File: src/rtl/rtc_cal_pkg.sv
package rtc_cal_pkg;

  localparam int BYTE_W    = 8;
  localparam int FIELD_CNT = 7;

  localparam int IX_SEC   = 0;
  localparam int IX_MIN   = 1;
  localparam int IX_HOUR  = 2;
  localparam int IX_DATE  = 3;
  localparam int IX_MONTH = 4;
  localparam int IX_YEAR  = 5;
  localparam int IX_DOW   = 6;

  typedef logic [BYTE_W-1:0] bcd_byte_t;

  // plain BCD step without range checking (low nibble 9 carries)
  function automatic bcd_byte_t bcd_inc(input bcd_byte_t v);
    if (v[3:0] == 4'h9) bcd_inc = {v[7:4] + 4'h1, 4'h0};
    else                bcd_inc = {v[7:4], v[3:0] + 4'h1};
  endfunction

  // two-digit BCD year divisible by four
  function automatic logic is_leap(input bcd_byte_t y);
    if (y[4]) is_leap = (y[3:0] == 4'h2) || (y[3:0] == 4'h6);
    else      is_leap = (y[3:0] == 4'h0) || (y[3:0] == 4'h4) || (y[3:0] == 4'h8);
  endfunction

  function automatic bcd_byte_t month_end(input bcd_byte_t m, input bcd_byte_t y);
    case (m)
      8'h02:                      month_end = is_leap(y) ? 8'h29 : 8'h28;
      8'h04, 8'h06, 8'h09, 8'h11: month_end = 8'h30;
      default:                    month_end = 8'h31;
    endcase
  endfunction

  // returns {day_carry, next_hour_byte}; bit7 selects 24-hour format
  function automatic logic [BYTE_W:0] hour_inc(input bcd_byte_t h);
    bcd_byte_t b;
    bcd_byte_t t;
    logic      cy;
    b  = h;
    cy = 1'b0;
    if (h[7]) begin
      if (h[5:0] == 6'h23) begin
        b[5:0] = 6'h00;
        cy     = 1'b1;
      end else begin
        t      = bcd_inc({2'b00, h[5:0]});
        b[5:0] = t[5:0];
      end
    end else begin
      if (h[4:0] == 5'h12) begin
        b[4:0] = 5'h01;
      end else if (h[4:0] == 5'h11) begin
        b[4:0] = 5'h12;
        b[5]   = ~h[5];
        cy     = h[5];
      end else begin
        t      = bcd_inc({3'b000, h[4:0]});
        b[4:0] = t[4:0];
      end
    end
    return {cy, b};
  endfunction

endpackage

File: src/rtl/rtc_time_counter.sv
module rtc_time_counter
  import rtc_cal_pkg::*;
#(
  parameter int        DOW_W     = 3,
  parameter int        DOW_LAST  = 6,
  parameter bcd_byte_t RST_HOUR  = 8'h12,
  parameter bcd_byte_t RST_DATE  = 8'h01,
  parameter bcd_byte_t RST_MONTH = 8'h01,
  parameter bcd_byte_t RST_YEAR  = 8'h00
) (
  input  logic                              clk,
  input  logic                              rst,
  input  logic                              tick,
  input  logic                              load,
  input  logic [FIELD_CNT-1:0]              load_mask,
  input  logic [FIELD_CNT-1:0][BYTE_W-1:0]  load_bytes,
  output logic [FIELD_CNT-1:0][BYTE_W-1:0]  live,
  output logic                              fail
);

  localparam logic [FIELD_CNT-1:0][BYTE_W-1:0] RST_VALS =
    {8'h00, RST_YEAR, RST_MONTH, RST_DATE, RST_HOUR, 8'h00, 8'h00};
  localparam bcd_byte_t DOW_MAX = BYTE_W'(DOW_LAST);

  logic [FIELD_CNT-1:0][BYTE_W-1:0] nxt;
  logic [BYTE_W:0]                  hr;
  bcd_byte_t                        last_day;
  logic c_sec, c_min, c_day, c_mon, c_yr;

  always_comb begin
    nxt      = live;
    c_sec    = (live[IX_SEC] == 8'h59);
    nxt[IX_SEC] = c_sec ? 8'h00 : bcd_inc(live[IX_SEC]);

    c_min = c_sec && (live[IX_MIN] == 8'h59);
    if (c_sec) nxt[IX_MIN] = (live[IX_MIN] == 8'h59) ? 8'h00 : bcd_inc(live[IX_MIN]);

    hr = hour_inc(live[IX_HOUR]);
    if (c_min) nxt[IX_HOUR] = hr[BYTE_W-1:0];
    c_day = c_min && hr[BYTE_W];

    last_day = month_end(live[IX_MONTH], live[IX_YEAR]);
    c_mon    = c_day && (live[IX_DATE] == last_day);
    if (c_day) begin
      nxt[IX_DATE] = (live[IX_DATE] == last_day) ? 8'h01 : bcd_inc(live[IX_DATE]);
      nxt[IX_DOW]  = (live[IX_DOW] >= DOW_MAX) ? 8'h00 : live[IX_DOW] + 8'h01;
    end

    c_yr = c_mon && (live[IX_MONTH] == 8'h12);
    if (c_mon) nxt[IX_MONTH] = (live[IX_MONTH] == 8'h12) ? 8'h01 : bcd_inc(live[IX_MONTH]);
    if (c_yr)  nxt[IX_YEAR]  = (live[IX_YEAR] == 8'h99) ? 8'h00 : bcd_inc(live[IX_YEAR]);
  end

  always_ff @(posedge clk) begin
    if (rst) begin
      live <= RST_VALS;
      fail <= 1'b1;
    end else if (load) begin
      for (int i = 0; i < FIELD_CNT; i++) begin
        if (load_mask[i]) begin
          if (i == IX_DOW) live[i] <= {{(BYTE_W-DOW_W){1'b0}}, load_bytes[i][DOW_W-1:0]};
          else             live[i] <= load_bytes[i];
        end
      end
      fail <= 1'b0;
    end else if (tick && !fail) begin
      live <= nxt;
    end
  end

endmodule

File: src/rtl/rtc_read_latch.sv
module rtc_read_latch
  import rtc_cal_pkg::*;
#(
  parameter int IDX_W = 3
) (
  input  logic                             clk,
  input  logic                             rst,
  input  logic                             capture,
  input  logic [FIELD_CNT-1:0][BYTE_W-1:0] live,
  input  logic [IDX_W-1:0]                 idx,
  output logic [(1<<IDX_W)-1:0][BYTE_W-1:0] snap_flat,
  output logic [BYTE_W-1:0]                rd_data
);

  localparam int SLOTS = 1 << IDX_W;

  logic [BYTE_W-1:0] snap [SLOTS];

  for (genvar g = 0; g < SLOTS; g++) begin : g_slot
    if (g < FIELD_CNT) begin : g_used
      always_ff @(posedge clk) begin
        if (rst)          snap[g] <= '0;
        else if (capture) snap[g] <= live[g];
      end
    end else begin : g_spare
      assign snap[g] = '0;
    end
    assign snap_flat[g] = snap[g];
  end

  always_ff @(posedge clk) begin
    if (rst) rd_data <= '0;
    else     rd_data <= snap[idx];
  end

endmodule

File: src/rtl/rtc_write_shadow.sv
module rtc_write_shadow
  import rtc_cal_pkg::*;
#(
  parameter int IDX_W = 3
) (
  input  logic                             clk,
  input  logic                             rst,
  input  logic                             sess_open,
  input  logic                             byte_en,
  input  logic [IDX_W-1:0]                 byte_idx,
  input  logic [BYTE_W-1:0]                byte_val,
  input  logic                             sess_close,
  input  logic                             sess_drop,
  output logic                             commit,
  output logic [FIELD_CNT-1:0]             mask,
  output logic [FIELD_CNT-1:0][BYTE_W-1:0] staged
);

  logic                 active;
  logic                 close_q, open_q, put;
  logic [FIELD_CNT-1:0] hit;
  logic [BYTE_W-1:0]    buf_q [FIELD_CNT];

  // priority: drop, close, open, byte
  assign close_q = sess_close && !sess_drop;
  assign open_q  = sess_open && !sess_drop && !sess_close;
  assign put     = byte_en && active && !sess_drop && !sess_close && !sess_open;
  assign commit  = close_q && active && (|mask);

  always_ff @(posedge clk) begin
    if (rst || sess_drop || close_q) active <= 1'b0;
    else if (open_q)                 active <= 1'b1;
  end

  for (genvar g = 0; g < FIELD_CNT; g++) begin : g_field
    assign hit[g] = put && (byte_idx == IDX_W'(g));

    always_ff @(posedge clk) begin
      if (rst || sess_drop || close_q || open_q) mask[g] <= 1'b0;
      else if (hit[g])                           mask[g] <= 1'b1;
    end

    always_ff @(posedge clk) begin
      if (rst)         buf_q[g] <= '0;
      else if (hit[g]) buf_q[g] <= byte_val;
    end

    assign staged[g] = buf_q[g];
  end

endmodule

File: src/rtl/bcd_rtc_core.sv
module bcd_rtc_core
  import rtc_cal_pkg::*;
#(
  parameter int        IDX_W     = 3,
  parameter int        DOW_W     = 3,
  parameter int        DOW_LAST  = 6,
  parameter bcd_byte_t RST_HOUR  = 8'h12,
  parameter bcd_byte_t RST_DATE  = 8'h01,
  parameter bcd_byte_t RST_MONTH = 8'h01,
  parameter bcd_byte_t RST_YEAR  = 8'h00
) (
  input  logic              clk,
  input  logic              rst,
  input  logic              tick_1hz,
  input  logic              rd_start,
  input  logic [IDX_W-1:0]  rd_idx,
  output logic [BYTE_W-1:0] rd_data,
  input  logic              wr_start,
  input  logic              wr_en,
  input  logic [IDX_W-1:0]  wr_idx,
  input  logic [BYTE_W-1:0] wr_data,
  input  logic              wr_stop,
  input  logic              wr_abort,
  output logic              clk_fail
);

  localparam int SLOTS = 1 << IDX_W;

  logic                             commit_w;
  logic [FIELD_CNT-1:0]             mask_w;
  logic [FIELD_CNT-1:0][BYTE_W-1:0] staged_w;
  logic [FIELD_CNT-1:0][BYTE_W-1:0] live_w;
  logic [SLOTS-1:0][BYTE_W-1:0]     snap_w;

  rtc_write_shadow #(.IDX_W(IDX_W)) shadow_i (
    .clk        (clk),
    .rst        (rst),
    .sess_open  (wr_start),
    .byte_en    (wr_en),
    .byte_idx   (wr_idx),
    .byte_val   (wr_data),
    .sess_close (wr_stop),
    .sess_drop  (wr_abort),
    .commit     (commit_w),
    .mask       (mask_w),
    .staged     (staged_w)
  );

  rtc_time_counter #(
    .DOW_W     (DOW_W),
    .DOW_LAST  (DOW_LAST),
    .RST_HOUR  (RST_HOUR),
    .RST_DATE  (RST_DATE),
    .RST_MONTH (RST_MONTH),
    .RST_YEAR  (RST_YEAR)
  ) counter_i (
    .clk        (clk),
    .rst        (rst),
    .tick       (tick_1hz),
    .load       (commit_w),
    .load_mask  (mask_w),
    .load_bytes (staged_w),
    .live       (live_w),
    .fail       (clk_fail)
  );

  rtc_read_latch #(.IDX_W(IDX_W)) latch_i (
    .clk       (clk),
    .rst       (rst),
    .capture   (rd_start),
    .live      (live_w),
    .idx       (rd_idx),
    .snap_flat (snap_w),
    .rd_data   (rd_data)
  );

endmodule

File: config.mk
export PLATFORM = sky130hd
export DESIGN_NAME = bcd_rtc_core
export DESIGN_NICKNAME = d
export VERILOG_FILES = /design/src/rtl/rtc_cal_pkg.sv /design/src/rtl/rtc_time_counter.sv /design/src/rtl/rtc_read_latch.sv /design/src/rtl/rtc_write_shadow.sv /design/src/rtl/bcd_rtc_core.sv
export SDC_FILE = /design/constraint.sdc
export NUM_CORES = 1
export LEC_CHECK = 0
export ABC_AREA = 1
export BUFFER_PORTS_ARGS = -buffer_cell sky130_fd_sc_hd__buf_2
export CORE_AREA = 3 3 172 132
export DETAILED_ROUTE_END_ITERATION = 8
export DIE_AREA = 0 0 175 135
export MAX_ROUTING_LAYER = met4
export REMOVE_ABC_BUFFERS = 1
export SKIP_CTS_REPAIR_TIMING = 1
export SLEW_MARGIN = 20
export SYNTH_ARGS = -nofsm -noshare
export SYNTH_HDL_FRONTEND = slang
export SYNTH_SLANG_ARGS = --single-unit
File: constraint.sdc
create_clock -name clk -period 2.2 [get_ports clk]
set_input_delay 0.22 -clock clk [delete_from_list [all_inputs] [get_ports clk]]
set_output_delay 0.22 -clock clk [all_outputs]
set_load 0.02 [all_outputs]
# Word level (Yosys, flattened, before mapping)
# Memory sizes are Yosys's and may differ from the RTL's.
# Index checks and enable logic that the tools add are counted.
# W data, S select, Z words.
# word_totals
ff_bits,129
ramBits,56
wordCells,234
mem_count,1
# memory_table
memory,depth,word_bits,read_ports,rd_ports_with_merged_regs,wr,line,source
shadow_i.buf_q,7,8,7,0,7,rtc_write_shadow.sv:22,logic [BYTE_W-1:0] buf_q [FIELD_CNT];
# classes
add_sub_neg,14
magnitude_cmp,2
n_eq_ne,38
n_mux,75
n_bitwise,9
n_reduce_logical,63
# op_table
op,n
$mux W8,32
$mux W56,2
$add A4 B1 Y4 const B,11
$mux W1,32
$eq A4 B4 Y1 const B,7
$bmux W8 S3,1
$mux W6,4
$logic_and A1 B1 Y1,21
$reduce_and A3 Y1,7
$reduce_bool A3 Y1,6
$eq A8 B3 Y1 const B,2
$eq A8 B5 Y1 const B,2
$eq A8 B7 Y1 const B,2
$pmux W8 S2,1
$reduce_and A4 Y1,4
$mux W5,3
$ne A2 B1 Y1 const B,7
$reduce_bool A2 Y1,6
$eq A5 B5 Y1 const B,2
$eq A3 B3 Y1 const B,3
$add A8 B1 Y8 const B,1
$eq A4 B3 Y1 const B,2
$eq A8 B2 Y1 const B,1
$eq A8 B4 Y1 const B,1
25 further kinds,41

# Longest topological paths before layout
# Gate-level depths: netlist of run 1.
# logic_depth
word_depth,13
mapped_depth,15
ltp_nobuf,14

# By module
# From an unflattened synthesis of run 1, not the netlist that was laid out.
# hier_totals
cells_unflattened,1169
area_unflattened_um2,9101.2
# modules_own_cells
mod,n_inst,cells_each,area_per_inst_um2
rtc_time_counter,1,567,3762.4
rtc_read_latch,1,409,2929.1
rtc_write_shadow,1,193,2409.8

# Worst setup path before layout of run 1
# No wires, ideal clock.
# synth_timing
path_kind,reg-to-reg
from,reg counter_i.live[8] (netlist name)
to,reg counter_i.live[28] (netlist name)
t_arrival_ps,1601
t_required_ps,2087
path_slack_ps,486
path_stages_with_launch,12
n_path_buf,0
cell_sequence,dfxtp_1 > ha_1 > nand3_1 > nor2_1 > nand2_1 > nand3b_1 > nand2_1 > nand3_2 > clkinv_2 > nand2_4 > nor2_1 > nor2_1
# synth_via
elab_chain_cells,5
# synth_rtl
item,line,source
from (decl),rtc_time_counter.sv:17,"output logic [FIELD_CNT-1:0][BYTE_W-1:0] live,"
"from (signal, indexed assignment)",rtc_time_counter.sv:61,"if (i == IX_DOW) live[i] <= {{(BYTE_W-DOW_W){1'b0}}, load_bytes[i][DOW_W-1:0]};"
"from (signal, indexed assignment)",rtc_time_counter.sv:62,else live[i] <= load_bytes[i];
from (signal assigned),rtc_time_counter.sv:67,live <= nxt;
$eq A8 B7 Y1,rtc_time_counter.sv:35,c_min = c_sec && (live[IX_MIN] == 8'h59);
$logic_and A1 B1 Y1,rtc_time_counter.sv:35,
$logic_and A1 B1 Y1,rtc_time_counter.sv:40,c_day = c_min && hr[BYTE_W];
$reduce_bool A2 Y1 (no source line),n/a,
$reduce_and A4 Y1 (no source line),n/a,
# No other way between the ends.
# A chain may end at the register's enable or synchronous reset.

# Worst setup path in the final report of run 1
# layout_timing
from,reg shadow_i.mask[6]
to,reg counter_i.live[47] (netlist name)
# layout_via
elab_chain_cells,4
elab_cells_between_ends,8
cone_classes,1 x eq/ne; 1 x mux; 6 x reduce/logical
# layout_rtl
item,line,source
from (decl),rtc_write_shadow.sv:15,"output logic [FIELD_CNT-1:0] mask,"
"from (signal, indexed assignment)",rtc_write_shadow.sv:39,if (rst || sess_drop || close_q || open_q) mask[g] <= 1'b0;
"from (signal, indexed assignment)",rtc_write_shadow.sv:40,else if (hit[g]) mask[g] <= 1'b1;
$reduce_or A7 Y1 *,rtc_write_shadow.sv:28,assign commit = close_q && active && (|mask);
$logic_and A1 B1 Y1 *,rtc_write_shadow.sv:28,
$ne A2 B1 Y1 (no source line) (tied with other cells),n/a,
$reduce_and A4 Y1 (no source line),n/a,
# Mark *: on every way between the ends. The rest lies on a longest branch, timed or not.

==> results of run 1 <==
-- layer usage --
metal / track usage (%) / vias to the layer above / wire length [um]
met5: - / - / 0
met4: 4.384 / 0 / 180
met3: 3.738 / 15 / 1970
met2: 24.60 / 282 / 8246
met1: 33.16 / 3209 / 12120
li1: - / 3651 / -
-- cells by family (layout without fill, tap and decap cells) --
family	count (synthesis)	count (layout)	synth area share (%)
AOI/OAI and AO/OA	261	261	16.87
xor gates and xnor gates	18	18	1.872
adders and majority gates	19	19	2.822
buffers and inverters	146	191	7.011
DFF	180	180	48.84
and+or+nand+nor	456	456	22.58
-- final cells by class --
| class | instances | area [um^2] |
|---|---|---|
| clock buffers | 21 | 461.7 |
| clock inverters | 10 | 102.6 |
| flip-flops and latches | 180 | 4114 |
| fillers | 2148 | 11470 |
| multi-input cells | 754 | 3752 |
| repair buffers | 58 | 417.9 |
| well taps | 288 | 360.3 |
| inverters | 102 | 389.1 |
-- cells in the final DEF, fill, tap and decap left out, drive strengths merged --
cell      synthesis  layout
nor2            217     217
nand2           159     159
o21ai           139     139
dfxtp           129     129
inv             100     102
a21oi            91      91
buf              14      58
nand3            55      55
edfxtp           51      51
clkbuf           30      21
ha               19      19
nand4            14      14
xor2             13      13
nor3              8       8
a311oi            8       8
o22ai             7       7
clkinvlp          0       6
xnor2             5       5
a211oi            5       5
a31oi             3       3
clkinv            2       3
a22oi             2       2
o211ai            2       2
nand3b            1       1
nor4              1       1
o31ai             1       1
a22o              1       1
a211o             1       1
or2               1       1
o211a             1       1
bufinv            0       1
-- critical path, stage by stage, from the launching register on --
cell        delay (ps)
dfxtp_1            370
nor2_1             120
nand3_1             90
o21ai_2            210
clkinvlp_4         200
buf_4              170
nand2_1             90
nand2_1            100
a21oi_4            310
nand3_2            150
nand2_1             80
inv_1               40
nor2_1              90
-- state kept, by name (all words and copies together) (netlist names) --
name / count
counter_i.fail: 1
shadow_i.mask: 7
shadow_i.active: 1
counter_i.live: 56
shadow_i.buf_q: 51
latch_i.snap_flat: 56
latch_i.rd_data: 8
-- power by group through the flow --
| stage | Clock [mW] | Combinational, mW | Sequential, mW |
|---|---|---|---|
| after floorplan | 0 | 0.166 | 3.61 |
| after global placement | 0 | 0.342 | 3.62 |
| after detailed placement | 0 | 0.342 | 3.62 |
| after global routing | 3.13 | 0.388 | 3.56 |
| final | 2.94 | 0.343 | 3.55 |
| after CTS | 2.99 | 0.344 | 3.55 |
-- worst paths after layout --
path	startpoint	to	slack (ps)	cells past startpoint
min reg2reg	counter_i.live[53]$_SDFFE_PP0P_	counter_i.live[53]$_SDFFE_PP0P_	460	2
max	shadow_i.mask[6]$_SDFFE_PP0P_	counter_i.live[47]$_SDFFE_PP0P_	130	12
min	wr_start	shadow_i.active$_SDFFE_PP0P_	30	2
max reg2reg	shadow_i.mask[6]$_SDFFE_PP0P_	counter_i.live[47]$_SDFFE_PP0P_	130	12
==> flow_metrics.py, run 1 <==
metrics = {
    "layout": {
        "syn2layout_area_growth_pct": 13.95,
        "nets": 1154,
        "antennaDiodeCount": 0,
        "final_util_pct": 45.56,
        "stdcell_count": 1413,
        "postLayoutCellArea_um2": 9598,
        "drive_gt1_share_pct": 10.49,
    },
    "placed_design": {
        "dpl.hpwl_mm": 16.26,
        "dpl.cell_count": 1378,
        "gp_congestion": 0.9003,
        "placed_area_um2": 8957,
        "place_worst_setup_slack_ps": 136.8,
        "portBuffers": 30,
    },
    "floorplanning": {
        "dieArea_um2": 23630,
        "ios": 31,
        "initial_utilization_pct": 39.99,
        "core_um2": 21070,
        "die_w_um": 175,
        "rows": 46,
        "die_h_um": 135,
    },
    "power": {
        "p_comb_share_pct": 5.0,
        "clkPwrFrac_pct": 43.1,
        "swShare_pct": 23.35,
        "ir_worst_vdd_mv": 0.5117,
        "leakagePower_nw": 3.920,
        "p_per_area_nw_per_um2": 711.9,
        "netSwitchingPower_mw": 1.596,
        "internal_power_mw": 5.238,
        "finalPower_mw": 6.833,
        "p_seq_share_pct": 51.9,
    },
    "run": {
        "drv_cap": 0,
    },
    "synthesis": {
        "synthArstFlopShare_pct": 0,
        "ys_ff_latch": 180,
        "synth_edf_count": 51,
        "yosysSeqAreaShare_pct": 48.84,
        "yosysMostFrequentCell": "nor2_1",
        "avgSynthCellArea_um2": 7.799,
        "synth_warnings": 0,
        "synthDominantCellAreaShare_pct": 30.66,
        "synth_area_um2": 8423,
        "yosysTopAreaCell": "dfxtp_1",
        "yosys-top-cells-count": "213 x nor2_1, 156 x nand2_1, 136 x o21ai_0",
        "yosys-top-cells-area": "dfxtp_1 31%, edfxtp_1 18%, nor2_1 9.5%",
        "yosysUniqueCellTypes": 44,
        "postSynthCellCount": 1080,
        "ys.flop_type": "dfxtp_1",
    },
    "cts": {
        "numCtsBuffers": 17,
        "htree_levels": 4,
        "clk_path_buf_depth": 2,
        "cts-root-buf": "clkbuf_16",
        "cts_tree": "built",
        "path_clk_slew_ps": 70,
        "cts_sinks": 180,
        "insertion_delay_ps": 430,
    },
    "global_routing": {
        "grt_start_max_net_pins": 56,
        "grt_usage_pct": 20.15,
        "antenna_found_initial": 0,
        "grt_pass1_wl_mm": 35.82,
        "overflow": 0,
        "grt_pass1_vias": 6314,
    },
    "routing": {
        "antenna_left": 0,
        "drt-pass1-iter-count": 6,
        "drcViolationCount": 0,
        "drt-initial-drc-count": 789,
        "num_vias": 7157,
        "wire_per_inst_um": 15.94,
        "viasPerCell": 5.065,
        "wl_mm": 22.52,
    },
    "timing": {
        "fin_crit_sh_pct": 94.22,
        "setup_violations": 0,
        "slew_headroom_pct": 66.73,
        "setup_ws_ps": 127.1,
        "fmax_mhz": 482.4,
        "layout_min_cycle_time_ps": 2073,
        "skew_ps": 10.06,
        "finalHoldViolations": 0,
        "worst_slew_pin_slew_ps": 496.0,
        "whs_ps": 29.72,
        "rsz0062_at_grt": "yes",
        "drv_slew": 0,
        "tns_ps": 0,
    },
    "worst_setup_path": {
        "path_max_fanout": 10,
        "critPathArrivalTime_ps": 2440,
        "worst_setup_path_start_kind": "register",
        "required_ps": 2560,
        "crit_type": "register to register",
        "endpoint_kind": "register",
    },
    "min_path": {
        "hold_class": "input port to register",
    },
    "outcome": {
        "outcome": "complete, no violations",
    },
}
No activity file was read; power rests on OpenSTA's default activity.
==> run 2: changes to the inputs <==
--- a/config.mk
+++ b/config.mk
@@ -7,13 +7,14 @@
 export LEC_CHECK = 0
 export ABC_AREA = 1
 export BUFFER_PORTS_ARGS = -buffer_cell sky130_fd_sc_hd__buf_2
-export CORE_AREA = 3 3 172 132
+export CORE_AREA = 3 3 179 137
 export DETAILED_ROUTE_END_ITERATION = 8
-export DIE_AREA = 0 0 175 135
+export DIE_AREA = 0 0 182 140
 export MAX_ROUTING_LAYER = met4
 export REMOVE_ABC_BUFFERS = 1
 export SKIP_CTS_REPAIR_TIMING = 1
 export SLEW_MARGIN = 20
 export SYNTH_ARGS = -nofsm -noshare
 export SYNTH_HDL_FRONTEND = slang
+export SYNTH_HIERARCHICAL = 1
 export SYNTH_SLANG_ARGS = --single-unit
==> run 2 against run 1 <==
  * Die area increased by 7.9%
  * Core utilization decreased by 2.5 points
  * Highest routed layer unchanged
  * Wire length increased by 0.23%
  * Synthesized area increased by 5.3%
  * Worst setup slack improved by 74 ps
  * Largest power group unchanged
  * Sequential cell count unchanged
==> flow_metrics.py, run 2 <==
metrics = {
    "worst_setup_path": {
        "cp_cell_sequence": "inv_1, ha_1, inv_1, nor2_2, nand2_1, nand2_1, nand3_2, nor2_4, nand3_4, nand2_4, nand2_2, inv_2, nor2_1, nor2_1",
        "crit_slowest_cell": "dfxtp_1",
        "critPathArrivalTime_ps": 2370,
        "endpoint_kind": "register",
        "path_max_fanout": 16,
        "worst_setup_path_start_kind": "register",
        "required_ps": 2570,
        "cpPeakStageDelay_ps": 370,
        "crit_type": "register to register",
    },
    "layout": {
        "syn2layout_area_growth_pct": 11.29,
        "final_cell_mix": "215 x nand2_1, 157 x nor2_1, 132 x inv_1",
        "mostFrequentLayoutCell": "nand2_1",
        "stdcell_count": 1491,
        "postLayoutCellArea_um2": 9869,
        "drive_gt1_share_pct": 12.59,
        "antennaDiodeCount": 0,
        "nets": 1215,
    },
    "power": {
        "p_comb_share_pct": 5.9,
        "leakagePower_nw": 4.228,
        "clkPwrFrac_pct": 42.5,
        "swShare_pct": 24.28,
        "p_seq_share_pct": 51.7,
        "p_per_area_nw_per_um2": 693.3,
        "netSwitchingPower_mw": 1.661,
        "internal_power_mw": 5.181,
        "ir_worst_vdd_mv": 0.5259,
    },
    "cts": {
        "path_clk_slew_ps": 70,
        "clk_path_buf_depth": 2,
        "cts_tree": "built",
        "insertion_delay_ps": 430,
        "htree_levels": 4,
        "cts-root-buf": "clkbuf_16",
        "cts_sinks": 180,
        "numCtsBuffers": 17,
    },
    "global_routing": {
        "grt_usage_pct": 18.32,
        "grt_pass1_wl_mm": 35.92,
        "grt_start_max_net_pins": 105,
        "overflow": 0,
        "grt_pass1_vias": 6353,
        "antenna_found_initial": 0,
    },
    "timing": {
        "finalHoldViolations": 0,
        "worst_slew_pin_slew_ps": 931.7,
        "rsz0062_at_grt": "no",
        "layout_min_cycle_time_ps": 1998,
        "setup_violations": 0,
        "fmax_mhz": 500.4,
        "tns_ps": 0,
        "fin_crit_sh_pct": 90.84,
        "drv_slew": 0,
        "skew_ps": 14.40,
        "slew_headroom_pct": 37.79,
        "setup_ws_ps": 201.5,
    },
    "synthesis": {
        "synth_area_um2": 8869,
        "synth_warnings": 6,
        "avgSynthCellArea_um2": 7.712,
        "postSynthCellCount": 1150,
    },
    "floorplanning": {
        "die_h_um": 140,
        "rows": 48,
        "die_w_um": 182,
        "initial_utilization_pct": 38.66,
        "ios": 31,
        "dieArea_um2": 25480,
        "core_um2": 22940,
    },
    "min_path": {
        "hold_class": "input port to register",
    },
    "routing": {
        "viasPerCell": 4.930,
        "drcViolationCount": 0,
        "drt-initial-drc-count": 821,
        "drt-pass1-iter-count": 5,
        "wire_per_inst_um": 15.14,
        "wl_mm": 22.57,
        "antenna_left": 0,
        "num_vias": 7351,
    },
    "run": {
        "drv_cap": 0,
    },
    "outcome": {
        "outcome": "complete, no violations",
    },
    "placed_design": {
        "placed_area_um2": 9295,
        "portBuffers": 30,
        "dpl.cell_count": 1458,
        "place_worst_setup_slack_ps": 173.4,
        "dpl.hpwl_mm": 16.24,
        "gp_congestion": 0.8477,
    },
}
## run 2: worst paths after layout
| path | from | end | slack, ps | depth (start not counted) |
|---|---|---|---|---|
| setup / recovery | counter_i/live[36]$_SDFFE_PP0P_ | counter_i/live[43]$_SDFFE_PP0P_ | 200 | 14 |
| hold reg to reg | latch_i/snap_flat[9]$_SDFFE_PP0P_ | latch_i/snap_flat[9]$_SDFFE_PP0P_ | 450 | 2 |
| setup reg to reg | counter_i/live[36]$_SDFFE_PP0P_ | counter_i/live[43]$_SDFFE_PP0P_ | 200 | 14 |
| hold / removal | rst | counter_i/live[54]$_SDFFE_PP0P_ | 170 | 2 |
## run 2: power groups by stage
| stage | sequential (mW) | clock, mW | combinational [mW] |
|---|---|---|---|
| detailed placement | 3.61 | 0 | 0.402 |
| global route | 3.54 | 3.11 | 0.455 |
| CTS | 3.53 | 2.97 | 0.404 |
| global placement | 3.61 | 0 | 0.399 |
| floorplan | 3.61 | 0 | 0.230 |
| finish | 3.54 | 2.91 | 0.403 |
## run 2: routing by layer
| metal | up-vias | track usage (%) | wire length [um] |
|---|---|---|---|
| met5 | - | - | 0 |
| met2 | 248 | 21.37 | 7898 |
| li1 | 3799 | - | - |
| met4 | 0 | 4.647 | 275 |
| met3 | 18 | 3.453 | 1710 |
| met1 | 3286 | 30.71 | 12690 |
## run 2: worst max-delay path: cells and delay by family (launching register included)
kind | cells | cell delay (ps)
fa+ha+maj | 1 | 170
buf+inv | 3 | 250
flops | 1 | 370
simple gates | 10 | 1130
## run 2: stage by stage
stage | hold WS [ps] | utilization, % | power (mW)
6_report | 168.6 | 43.02 | 6.843
5_1_grt | 169.6 | 43.02 | 7.102
3_3_place_gp | 436.8 | 40.52 | 4.007
4_1_cts | -12.04 | 42.95 | 6.905
2_1_floorplan | 289.1 | - | 3.836
3_5_place_dp | 441.6 | 40.52 | 4.012
## run 2: area by class of cell
| class | count | area [um^2] |
|---|---|---|
| clock buffers | 18 | 429.2 |
| clock inverters | 14 | 128.9 |
| fillers | 2349 | 13070 |
| inverters | 151 | 574.3 |
| multi-input cells | 773 | 3882 |
| flip-flops and latches | 180 | 4114 |
| well taps | 300 | 375.4 |
| repair buffers | 55 | 365.4 |
==> run 3: changes to the inputs <==
--- a/config.mk
+++ b/config.mk
@@ -11,7 +11,6 @@
 export DETAILED_ROUTE_END_ITERATION = 8
 export DIE_AREA = 0 0 182 140
 export MAX_ROUTING_LAYER = met4
-export REMOVE_ABC_BUFFERS = 1
 export SKIP_CTS_REPAIR_TIMING = 1
 export SLEW_MARGIN = 20
 export SYNTH_ARGS = -nofsm -noshare
==> run 3 against run 2 <==
  * The run now ends with hold timing left
  * Die area stayed put
  * Clock-buffer cell count up 2
  * Via count increased by 1.3%
  * Clock power grew 4%
  * Register-to-register slack lost 60 ps
  * Sequential cell count unchanged
  * Worst hold slack lost 170 ps
  * Cell count shrank 0.20%
  * Largest cell class unchanged
  * Final area about the same
  * Core utilization barely moved
  * Sequential power barely moved
  * Combinational power down 1%
==> flow_metrics.py, run 3 (same netlist as run 2, synthesis figures left out) <==
metrics = {
    "outcome": {
        "outcome": "finished, violations left",
        "violations": "hold timing",
    },
    "layout": {
        "stdcell_count": 1488,
        "syn2layout_area_growth_pct": 11.30,
        "nets": 1212,
        "antennaDiodeCount": 0,
        "mostFrequentLayoutCell": "nand2_1",
        "final_cell_mix": "215 x nand2_1, 158 x nor2_1, 132 x inv_1",
        "drive_gt1_share_pct": 12.46,
    },
    "timing": {
        "tns_ps": 0,
        "skew_ps": 11.70,
        "worst_slew_pin_slew_ps": 504.9,
        "setup_violations": 0,
        "fin_crit_sh_pct": 93.75,
        "fmax_mhz": 484.8,
        "finalHoldViolations": 1,
        "slew_headroom_pct": 66.34,
        "drv_slew": 0,
        "rsz0062_at_grt": "yes",
        "layout_min_cycle_time_ps": 2063,
        "whs_ps": -4.202,
    },
    "power": {
        "ir_worst_vdd_mv": 0.5787,
        "p_per_area_nw_per_um2": 705.5,
        "leakagePower_nw": 4.230,
        "finalPower_mw": 6.964,
    },
    "floorplanning": {
        "die_w_um": 182,
        "rows": 48,
        "ios": 31,
        "core_um2": 22940,
        "dieArea_um2": 25480,
        "die_h_um": 140,
        "initial_utilization_pct": 38.66,
    },
    "worst_setup_path": {
        "critPathArrivalTime_ps": 2430,
        "crit_slowest_cell": "dfxtp_1",
        "reg2reg_from": "shadow_i/mask[0]$_SDFFE_PP0P_",
        "path_max_fanout": 9,
        "endpoint_kind": "register",
        "worst_setup_path_start_kind": "register",
        "startpoint": "shadow_i/mask[0]$_SDFFE_PP0P_",
        "cpPeakStageDelay_ps": 320,
        "cp_cell_sequence": "inv_1, nand4_1, nor2_1, nor2_4, inv_1, buf_4, nand2_1, a21oi_2, buf_4, o21ai_0, a21oi_1",
        "crit_type": "register to register",
        "required_ps": 2570,
    },
    "cts": {
        "htree_levels": 4,
        "clk_path_buf_depth": 2,
        "cts_sinks": 180,
        "cts_tree": "built",
        "numCtsBuffers": 17,
        "cts-root-buf": "clkbuf_16",
        "path_clk_slew_ps": 70,
        "insertion_delay_ps": 430,
    },
    "global_routing": {
        "grt_pass1_vias": 6554,
        "antenna_found_initial": 0,
        "grt_start_max_net_pins": 105,
        "grt_pass1_wl_mm": 36.18,
        "overflow": 0,
        "grt_usage_pct": 18.53,
    },
    "min_path": {
        "hp-start": "wr_start",
        "hold_class": "input port to register",
    },
    "routing": {
        "drcViolationCount": 0,
        "wl_mm": 22.76,
        "drt-initial-drc-count": 811,
        "viasPerCell": 5.005,
        "antenna_left": 0,
        "num_vias": 7448,
        "drt-pass1-iter-count": 5,
        "wire_per_inst_um": 15.30,
    },
    "placed_design": {
        "gp_congestion": 0.8672,
        "portBuffers": 30,
        "dpl.hpwl_mm": 16.47,
        "dpl.cell_count": 1456,
    },
    "run": {
        "drv_cap": 0,
    },
    "synthesis": {
        "postSynthNetCount": 1187,
    },
}
## run 3: critical path, delay by kind of cell, from the launching register on
kind	cells	cell delay [ps]
compound gates	3	470
buf+inv	4	770
flops	1	320
simple gates	4	430
## run 3: power by group
group / internal [mW] / total [mW] / leakage [nW] / switching [mW]
clock: 1.73 / 3.03 / 0.282 / 1.30
combinational: 0.111 / 0.399 / 2.38 / 0.288
sequential: 3.50 / 3.54 / 1.57 / 0.0356
total: 5.34 / 6.96 / 4.23 / 1.62
## run 3: path summary, 6_finish.rpt
kind	endpoint	slack [ps]	cells past startpoint
setup / recovery	counter_i/live[18]$_SDFFE_PP0P_	140	11
hold reg to reg	counter_i/live[51]$_SDFFE_PP0P_	450	2
hold / removal	shadow_i/active$_SDFFE_PP0P_	-4	2
setup reg to reg	counter_i/live[18]$_SDFFE_PP0P_	140	11
## run 3: cell type report
type                    instances  area (um^2)
clock buffers                  20        456.7
multi-input cells             773         3880
well taps                     300        375.4
inverters                     151        574.3
fillers                      2356        13070
clock inverters                12        128.9
flip-flops and latches        180         4115
repair buffers                 52        340.3
## run 3: metal layers
layer	share of wire [%]	GRT usage, %	vias to the layer above
li1	-	-	3795
met1	56	30.14	3436
met2	38	22.88	207
met3	5.7	3.686	10
met4	0.76	4.046	0
met5	0	-	-
## run 3: stage by stage
stage	util [%]	setup slack [ps]	area [um^2]
floorplan	-	363.9	8869
global placement	40.45	206.4	9280
CTS	43.00	144.2	9866
global route	43.02	-60.37	9871
detailed placement	40.45	155.9	9280
finish	43.02	137.4	9871
